File: config.mk
export PLATFORM = sky130hd
export DESIGN_NAME = sprite_line_buf
export DESIGN_NICKNAME = d
export VERILOG_FILES = /design/src/rtl/slb_pkg.sv /design/src/rtl/slb_pos_counter.sv /design/src/rtl/slb_store.sv /design/src/rtl/slb_out_stage.sv /design/src/rtl/sprite_line_buf.sv
export SDC_FILE = /design/constraint.sdc
export NUM_CORES = 1
export LEC_CHECK = 0
export ABC_AREA = 0
export BUFFER_PORTS_ARGS = -buffer_cell sky130_fd_sc_hd__buf_2
export CELL_PAD_IN_SITES_DETAIL_PLACEMENT = 2
export CELL_PAD_IN_SITES_GLOBAL_PLACEMENT = 2
export CORE_ASPECT_RATIO = 1.25
export CORE_MARGIN = 5
export CORE_UTILIZATION = 54
export CTS_BUF_LIST = sky130_fd_sc_hd__clkbuf_16
export DETAILED_ROUTE_END_ITERATION = 12
export PLACE_DENSITY_LB_ADDON = 0.1
export SLEW_MARGIN = 20
export SYNTH_ARGS = -nofsm -noshare
export SYNTH_HDL_FRONTEND = slang
export SYNTH_SLANG_ARGS = --single-unit
File: constraint.sdc
create_clock -name clk -period 7.63 [get_ports clk]
set_input_delay 0 -clock clk [delete_from_list [all_inputs] [get_ports clk]]
set_output_delay 0 -clock clk [all_outputs]
set_load 0.005 [all_outputs]
File: src/rtl/slb_pkg.sv
package slb_pkg;
    localparam int ADDR_W  = 8;
    localparam int STAGE_W = 4;
    localparam int DATA_W  = 4;
    localparam int DEPTH   = 1 << ADDR_W;
    localparam int STAGES  = ADDR_W / STAGE_W;

    typedef logic [ADDR_W-1:0] pos_t;
    typedef logic [DATA_W-1:0] col_t;

    typedef struct packed {
        logic load;
        pos_t value;
    } pos_ctl_t;

    localparam col_t TRANSPARENT = '0;

    function automatic logic [STAGE_W-1:0] stage_next(
        input logic [STAGE_W-1:0] cur,
        input logic               cin,
        input logic               ld,
        input logic [STAGE_W-1:0] ldv
    );
        if (ld)
            return ldv;
        return cur + {{(STAGE_W-1){1'b0}}, cin};
    endfunction
endpackage

File: src/rtl/slb_pos_counter.sv
module slb_pos_counter
    import slb_pkg::*;
(
    input  logic     clk,
    input  logic     rst,
    input  pos_ctl_t ctl,
    output pos_t     pos
);
    logic [STAGES:0] carry;
    assign carry[0] = 1'b1;

    for (genvar k = 0; k < STAGES; k++) begin : g_stage
        logic [STAGE_W-1:0] nib_q;
        assign carry[k+1] = carry[k] & (&nib_q);
        always_ff @(posedge clk) begin
            if (rst)
                nib_q <= '0;
            else
                nib_q <= stage_next(nib_q, carry[k], ctl.load,
                                    ctl.value[k*STAGE_W +: STAGE_W]);
        end
        assign pos[k*STAGE_W +: STAGE_W] = nib_q;
    end


    rst_pos_chk: assert property (@(posedge clk) rst |=> pos == '0);

    step_chk: assert property (@(posedge clk) disable iff (rst)
        !ctl.load |=> pos == pos_t'($past(pos) + 1'b1));

    wrap_chk: assert property (@(posedge clk) disable iff (rst)
        (!ctl.load && pos == pos_t'(DEPTH-1)) |=> pos == '0);

    load_chk: assert property (@(posedge clk) disable iff (rst)
        ctl.load |=> pos == $past(ctl.value));
endmodule

File: src/rtl/slb_store.sv
module slb_store
    import slb_pkg::*;
(
    input  logic clk,
    input  logic rst,
    input  pos_t pos,
    input  col_t wr_col,
    output col_t rd_col
);
    col_t mem [DEPTH];

    assign rd_col = mem[pos];

    always_ff @(posedge clk) begin
        if (!rst)
            mem[pos] <= wr_col;
    end


    replace_chk: assert property (@(posedge clk) disable iff (rst)
        1'b1 |=> mem[$past(pos)] == $past(wr_col));
endmodule

File: src/rtl/slb_out_stage.sv
module slb_out_stage
    import slb_pkg::*;
(
    input  logic clk,
    input  logic rst,
    input  logic blank,
    input  col_t rd_col,
    output col_t pix
);
    col_t pix_q;

    always_ff @(posedge clk) begin
        if (rst || blank)
            pix_q <= TRANSPARENT;
        else
            pix_q <= rd_col;
    end
    assign pix = pix_q;


    rst_pix_chk: assert property (@(posedge clk) rst |=> pix == TRANSPARENT);

    blank_chk: assert property (@(posedge clk) disable iff (rst)
        blank |=> pix == TRANSPARENT);

    pass_chk: assert property (@(posedge clk) disable iff (rst)
        !blank |=> pix == $past(rd_col));
endmodule

File: src/rtl/sprite_line_buf.sv
module sprite_line_buf
    import slb_pkg::*;
(
    input  logic              clk,
    input  logic              rst,
    input  logic              pos_load,
    input  logic [ADDR_W-1:0] pos_value,
    input  logic [DATA_W-1:0] col_in,
    input  logic              obj_off,
    output logic [DATA_W-1:0] pix_out
);
    pos_ctl_t ctl;
    pos_t     pos;
    col_t     rd_col;

    assign ctl.load  = pos_load;
    assign ctl.value = pos_value;

    slb_pos_counter u_ctr (
        .clk (clk),
        .rst (rst),
        .ctl (ctl),
        .pos (pos)
    );

    slb_store u_mem (
        .clk    (clk),
        .rst    (rst),
        .pos    (pos),
        .wr_col (col_in),
        .rd_col (rd_col)
    );

    slb_out_stage u_out (
        .clk    (clk),
        .rst    (rst),
        .blank  (obj_off),
        .rd_col (rd_col),
        .pix    (pix_out)
    );
endmodule

==> results of run 1 <==
synth_stat cells (12+ instances only):
master	n	area, um2
sky130_fd_sc_hd__a211oi_1	13	97.59
sky130_fd_sc_hd__a21oi_1	24	120.1
sky130_fd_sc_hd__a221oi_1	15	131.4
sky130_fd_sc_hd__a22oi_1	26	195.2
sky130_fd_sc_hd__buf_2	26	130.1
sky130_fd_sc_hd__buf_4	27	202.7
sky130_fd_sc_hd__buf_6	14	157.7
sky130_fd_sc_hd__clkbuf_1	64	240.2
sky130_fd_sc_hd__dfxtp_1	12	240.2
sky130_fd_sc_hd__edfxtp_1	1024	30750
sky130_fd_sc_hd__mux2_2	33	371.6
sky130_fd_sc_hd__mux2i_1	74	740.7
sky130_fd_sc_hd__mux4_2	214	4820
sky130_fd_sc_hd__nand2_1	45	168.9
sky130_fd_sc_hd__nand3_1	23	115.1
sky130_fd_sc_hd__nor2_1	312	1171
sky130_fd_sc_hd__nor2b_1	20	125.1
sky130_fd_sc_hd__nor3_1	12	60.06
sky130_fd_sc_hd__o21ai_0	31	155.2
sky130_fd_sc_hd__o221ai_1	15	131.4
sky130_fd_sc_hd__o22ai_1	25	156.4
kinds of logic after synthesis:
group / after synthesis
buffers and inverters: 140
flip-flops: 1036
XOR/XNOR: 4
multiplexers: 322
AND/OR/NAND/NOR: 447
adder cells (fa/ha/maj): 6
AO/OA/AOI/OAI: 193
per-stage QoR:
stage,hold WS [ps],setup slack (ps)
after global placement,237.7,3016
after floorplan,98.87,5031
==> results.py, run 1 <==
metrics = {
    "synthesis": {
        "muxShareOfSynthArea_pct": 14.52,
        "synth_async_sr_flop_share_pct": 0,
        "synth.yosys.warnings": 0,
        "synth-seq-area-share_pct": 75.51,
        "synth_top_family_by_area": "multiplexers",
        "synthesis.instances": 2148,
        "avgSynthCellArea_um2": 19.11,
        "synth-edff-count": 1024,
        "synth_nets": 2170,
        "synth.distinct_cells": 55,
        "yosys.area_share.adder_pct": 0.1829,
        "synth_compound_area_share_pct": 3.259,
        "dominantRegCellSynth": "sky130_fd_sc_hd__edfxtp_1",
        "synth-xor-area-share_pct": 0.08537,
        "synth_simple_gate_area_share_pct": 4.570,
        "synth_seq_cells": 1036,
        "netlist_area_mm2": 0.04104,
    },
    "floorplan": {
        "die-height_um": 318.2,
        "fp.dieW_um": 256.6,
        "floorplan.io_pins": 20,
        "row_count": 113,
        "initial_core_util_pct": 54.26,
    },
    "status": {
        "status": "stopped before the end",
        "error_message": "[ERROR DPL-0033] detailed placement checks failed during check placement.",
        "stopping_stage": "3_5_place_dp",
    },
    "placement": {
        "port_buffers": 19,
        "dpl.hpwl_mm": 83.84,
        "gp_congestion": 0.8306,
    },
}
==> run 2: changes to the inputs <==
CELL_PAD_IN_SITES_DETAIL_PLACEMENT = not set   (was 2)
CELL_PAD_IN_SITES_GLOBAL_PLACEMENT = not set   (was 2)
CORE_ASPECT_RATIO = not set   (was 1.25)
CORE_UTILIZATION = 40   (was 54)
CTS_BUF_LIST = not set   (was sky130_fd_sc_hd__clkbuf_16)
PLACE_DENSITY_LB_ADDON = 0.15   (was 0.1)
==> results.py, run 2 <==
metrics = {
    "placement": {
        "dpl.hpwl_mm": 62.30,
        "gp_congestion": 0.8205,
        "worst_slack_placed_ps": 3377,
        "number_of_cells_after_detailed_placement": 3438,
        "port_buffers": 19,
    },
    "floorplan": {
        "floorplan.io_pins": 20,
        "fp.dieW_um": 330.3,
        "initial_core_util_pct": 40.28,
        "floorplan.die_area_mm2": 0.1091,
        "die-height_um": 330.3,
        "row_count": 117,
        "floorplan.core_area_mm2": 0.1019,
    },
    "layout": {
        "final_cells": 3669,
        "post_route_cells_drive_above_1_share_pct": 20.91,
        "number_of_flip_flops_in_the_largest_register": 1024,
        "mostFrequentLayoutCell": "sky130_fd_sc_hd__edfxtp_1",
        "register_containing_the_most_flip_flops_in_the_final_layout": "u_mem.mem",
        "postLayoutCoreUtil_pct": 45.56,
        "fillerInstances": 8705,
        "area.growth.synth_to_final_pct": 13.10,
        "layout.nets": 2233,
        "mostFrequentLayoutCells": "sky130_fd_sc_hd__edfxtp_1 (1024), sky130_fd_sc_hd__nor2_1 (312), sky130_fd_sc_hd__mux4_2 (214), sky130_fd_sc_hd__clkbuf_16 (112), sky130_fd_sc_hd__mux2i_1 (74)",
    },
    "pwr": {
        "total_leakage_power_nw": 13.94,
        "power.density_mw_per_mm2": 265.9,
        "clkPwrFrac_pct": 43.3,
        "share_seq_of_total_power_pct": 51.0,
        "power.combinational.fraction_pct": 5.7,
        "cellInternalPower_mw": 9.671,
        "largest_voltage_drop_on_the_vdd_net_mv": 0.1668,
        "switching_share_pct": 21.64,
        "p_sw_mw": 2.671,
    },
    "synthesis": {
        "synth_nets": 2170,
        "synth.yosys.warnings": 0,
        "synthesis.instances": 2148,
        "synth_seq_cells": 1036,
        "avgSynthCellArea_um2": 19.11,
        "synth-edff-count": 1024,
        "dominantRegCellSynth": "sky130_fd_sc_hd__edfxtp_1",
        "synth_async_sr_flop_share_pct": 0,
        "synth_top_cell_by_area": "sky130_fd_sc_hd__edfxtp_1",
        "synth.distinct_cells": 55,
        "yosys-top-cells-area": "sky130_fd_sc_hd__edfxtp_1 (75%), sky130_fd_sc_hd__mux4_2 (12%), sky130_fd_sc_hd__nor2_1 (2.9%)",
        "post-synth-top-area-fraction_pct": 74.93,
        "synth_commonest_cells": "sky130_fd_sc_hd__edfxtp_1 (1024), sky130_fd_sc_hd__nor2_1 (312), sky130_fd_sc_hd__mux4_2 (214), sky130_fd_sc_hd__mux2i_1 (74), sky130_fd_sc_hd__clkbuf_1 (64)",
        "synth-seq-area-share_pct": 75.51,
        "netlist_area_mm2": 0.04104,
        "synth.most_common_cell": "sky130_fd_sc_hd__edfxtp_1",
    },
    "setup_path": {
        "cp_data_arrival_time_ps": 4820,
        "required_ps": 8140,
        "crit_path_max_fanout": 43,
        "worst_setup_path_start_kind": "register",
        "worst-setup-path-type": "reg2reg",
        "endpoint_kind": "register",
        "reg2regPathDepth": 6,
    },
    "grt": {
        "global_route.usage.met3_pct": 2.903,
        "grt_util_all_layers_pct": 19.20,
        "met1_usage_pct": 27.28,
        "grt_start_max_net_pins": 163,
        "sum_of_overflow_across_all_layers_after_global_routing": 0,
        "grt_pass1_vias": 21650,
        "use_met2_pct": 31.80,
        "grt_antenna_before_repair": 2,
        "grt_pass1_wl_mm": 152.9,
        "grt_busiest_layer": "met2",
    },
    "drt": {
        "viasPerCell": 5.656,
        "dr.pass1.iters": 6,
        "drt_drc_violations_left": 0,
        "routedWlPerCell_um": 28.53,
        "route.antenna.remaining_nets": 0,
        "wirelength_mm": 104.7,
        "drt_first_iter_violations": 1998,
        "via_count": 20750,
    },
    "worst_hold_path": {
        "hold_path_class": "in2reg",
        "holdPathStages": 4,
    },
    "status": {
        "status": "complete, no violations",
    },
    "sta": {
        "totalNegativeSetupSlack_ps": 0,
        "max-slew-margin-rel_pct": 22.97,
        "final_min_period_over_clock_period_pct": 56.59,
        "holdWs_ps": 218.8,
        "max_slew.worst_pin.slew_ps": 1153,
        "clock.fmax_mhz": 231.6,
        "report.final.hold_viol_count": 0,
        "timing.final.setup_violations": 0,
        "final.setup_skew_ps": 30.48,
        "grt_setup_unrepaired": "false",
        "final_max_slew_viol_count": 0,
        "timing.final.crit_period_ps": 4317,
        "post_route_worst_setup_slack_ps": 3313,
    },
    "job": {
        "maxCapViolations": 0,
    },
    "clock_tree": {
        "clock_path_buffers": 3,
        "post_cts_resized": 0,
        "tritoncts_clock_tree": "built",
        "cts.htree.levels": 3,
        "number_of_buffers_created_by_cts": 109,
        "worst_skew_pair.late_latency_ps": 690,
        "clock_tree.root_cell": "sky130_fd_sc_hd__clkbuf_16",
        "clk_transition_reported_paths_ps": 60,
        "cts_sinks": 1036,
    },
}
[run 2: cell counts after synthesis]
Identical to the previous run, type by type.
[run 2: what timing repair did]
item,CTS,global route
hold buffers,30,0
setup buffers,0,0
endpoints found under the hold margin,395,0
endpoints found under the setup margin,0,0
[run 2: critical path, cell delays in order (launching register included)]
cell and delay (ps):
sky130_fd_sc_hd__dfxtp_4 800, sky130_fd_sc_hd__buf_4 620, sky130_fd_sc_hd__buf_4 480, sky130_fd_sc_hd__mux4_2 410, sky130_fd_sc_hd__mux4_2 560, sky130_fd_sc_hd__a2111oi_1 1060
sky130_fd_sc_hd__a32oi_1 110
[run 2: final cells by class]
| type | instances | area (um2) | share of cell area, % |
|---|---|---|---|
| sequential | 1036 | 31000 | 66.79 |
| timing repair buffer | 89 | 787.0 | 1.696 |
| clock inverter | 70 | 721.9 | 1.555 |
| clock buffer | 130 | 2870 | 6.184 |
| multi-input combinational | 972 | 9311 | 20.06 |
| tap | 1368 | 1712 | 3.688 |
| antenna | 1 | 2.502 | 0.005391 |
| inverter | 3 | 11.26 | 0.02426 |
[run 2: kinds of logic (layout without fill, tap and decap cells)]
| logic type | after synthesis | in the layout | share of synthesized area (%) |
|---|---|---|---|
| other | 0 | 1 | 0 |
| XOR/XNOR | 4 | 4 | 0.08538 |
| AND/OR/NAND/NOR | 447 | 447 | 4.570 |
| AO/OA/AOI/OAI | 193 | 193 | 3.259 |
| adder cells (fa/ha/maj) | 6 | 6 | 0.1829 |
| flip-flops | 1036 | 1036 | 75.51 |
| buffers and inverters | 140 | 292 | 1.872 |
| multiplexers | 322 | 322 | 14.52 |
[run 2: power groups by stage]
stage	Combinational, mW	Clock [mW]	Sequential, mW
floorplan	0.431	0	6.39
global placement	0.697	0	6.41
detailed placement	0.701	0	6.41
CTS	0.717	5.44	6.29
global route	0.751	5.69	6.29
finish	0.703	5.35	6.29
[run 2: metrics by stage]
stage,power [mW],instance area (um2)
floorplan,6.821,41040
global placement,7.110,42520
detailed placement,7.115,42520
CTS,12.45,46410
global route,12.73,46410
finish,12.34,46420
[run 2: routing by layer]
layer	wire length, um	share of wire [%]
met1	45830	44
met2	51400	49
met3	5479	5.2
met4	1960	1.9
met5	0	0
[run 2: final timing paths]
path                             start            to  slack (ps)
max          u_ctr.g_stage[0].nib_q[1]  u_out.pix[1]        3310
min                                rst  u_out.pix[2]         220
max reg2reg  u_ctr.g_stage[0].nib_q[1]  u_out.pix[1]        3310
min reg2reg          u_mem.mem[102][1]  u_out.pix[1]         940
Power figures use the tool's default switching activity.
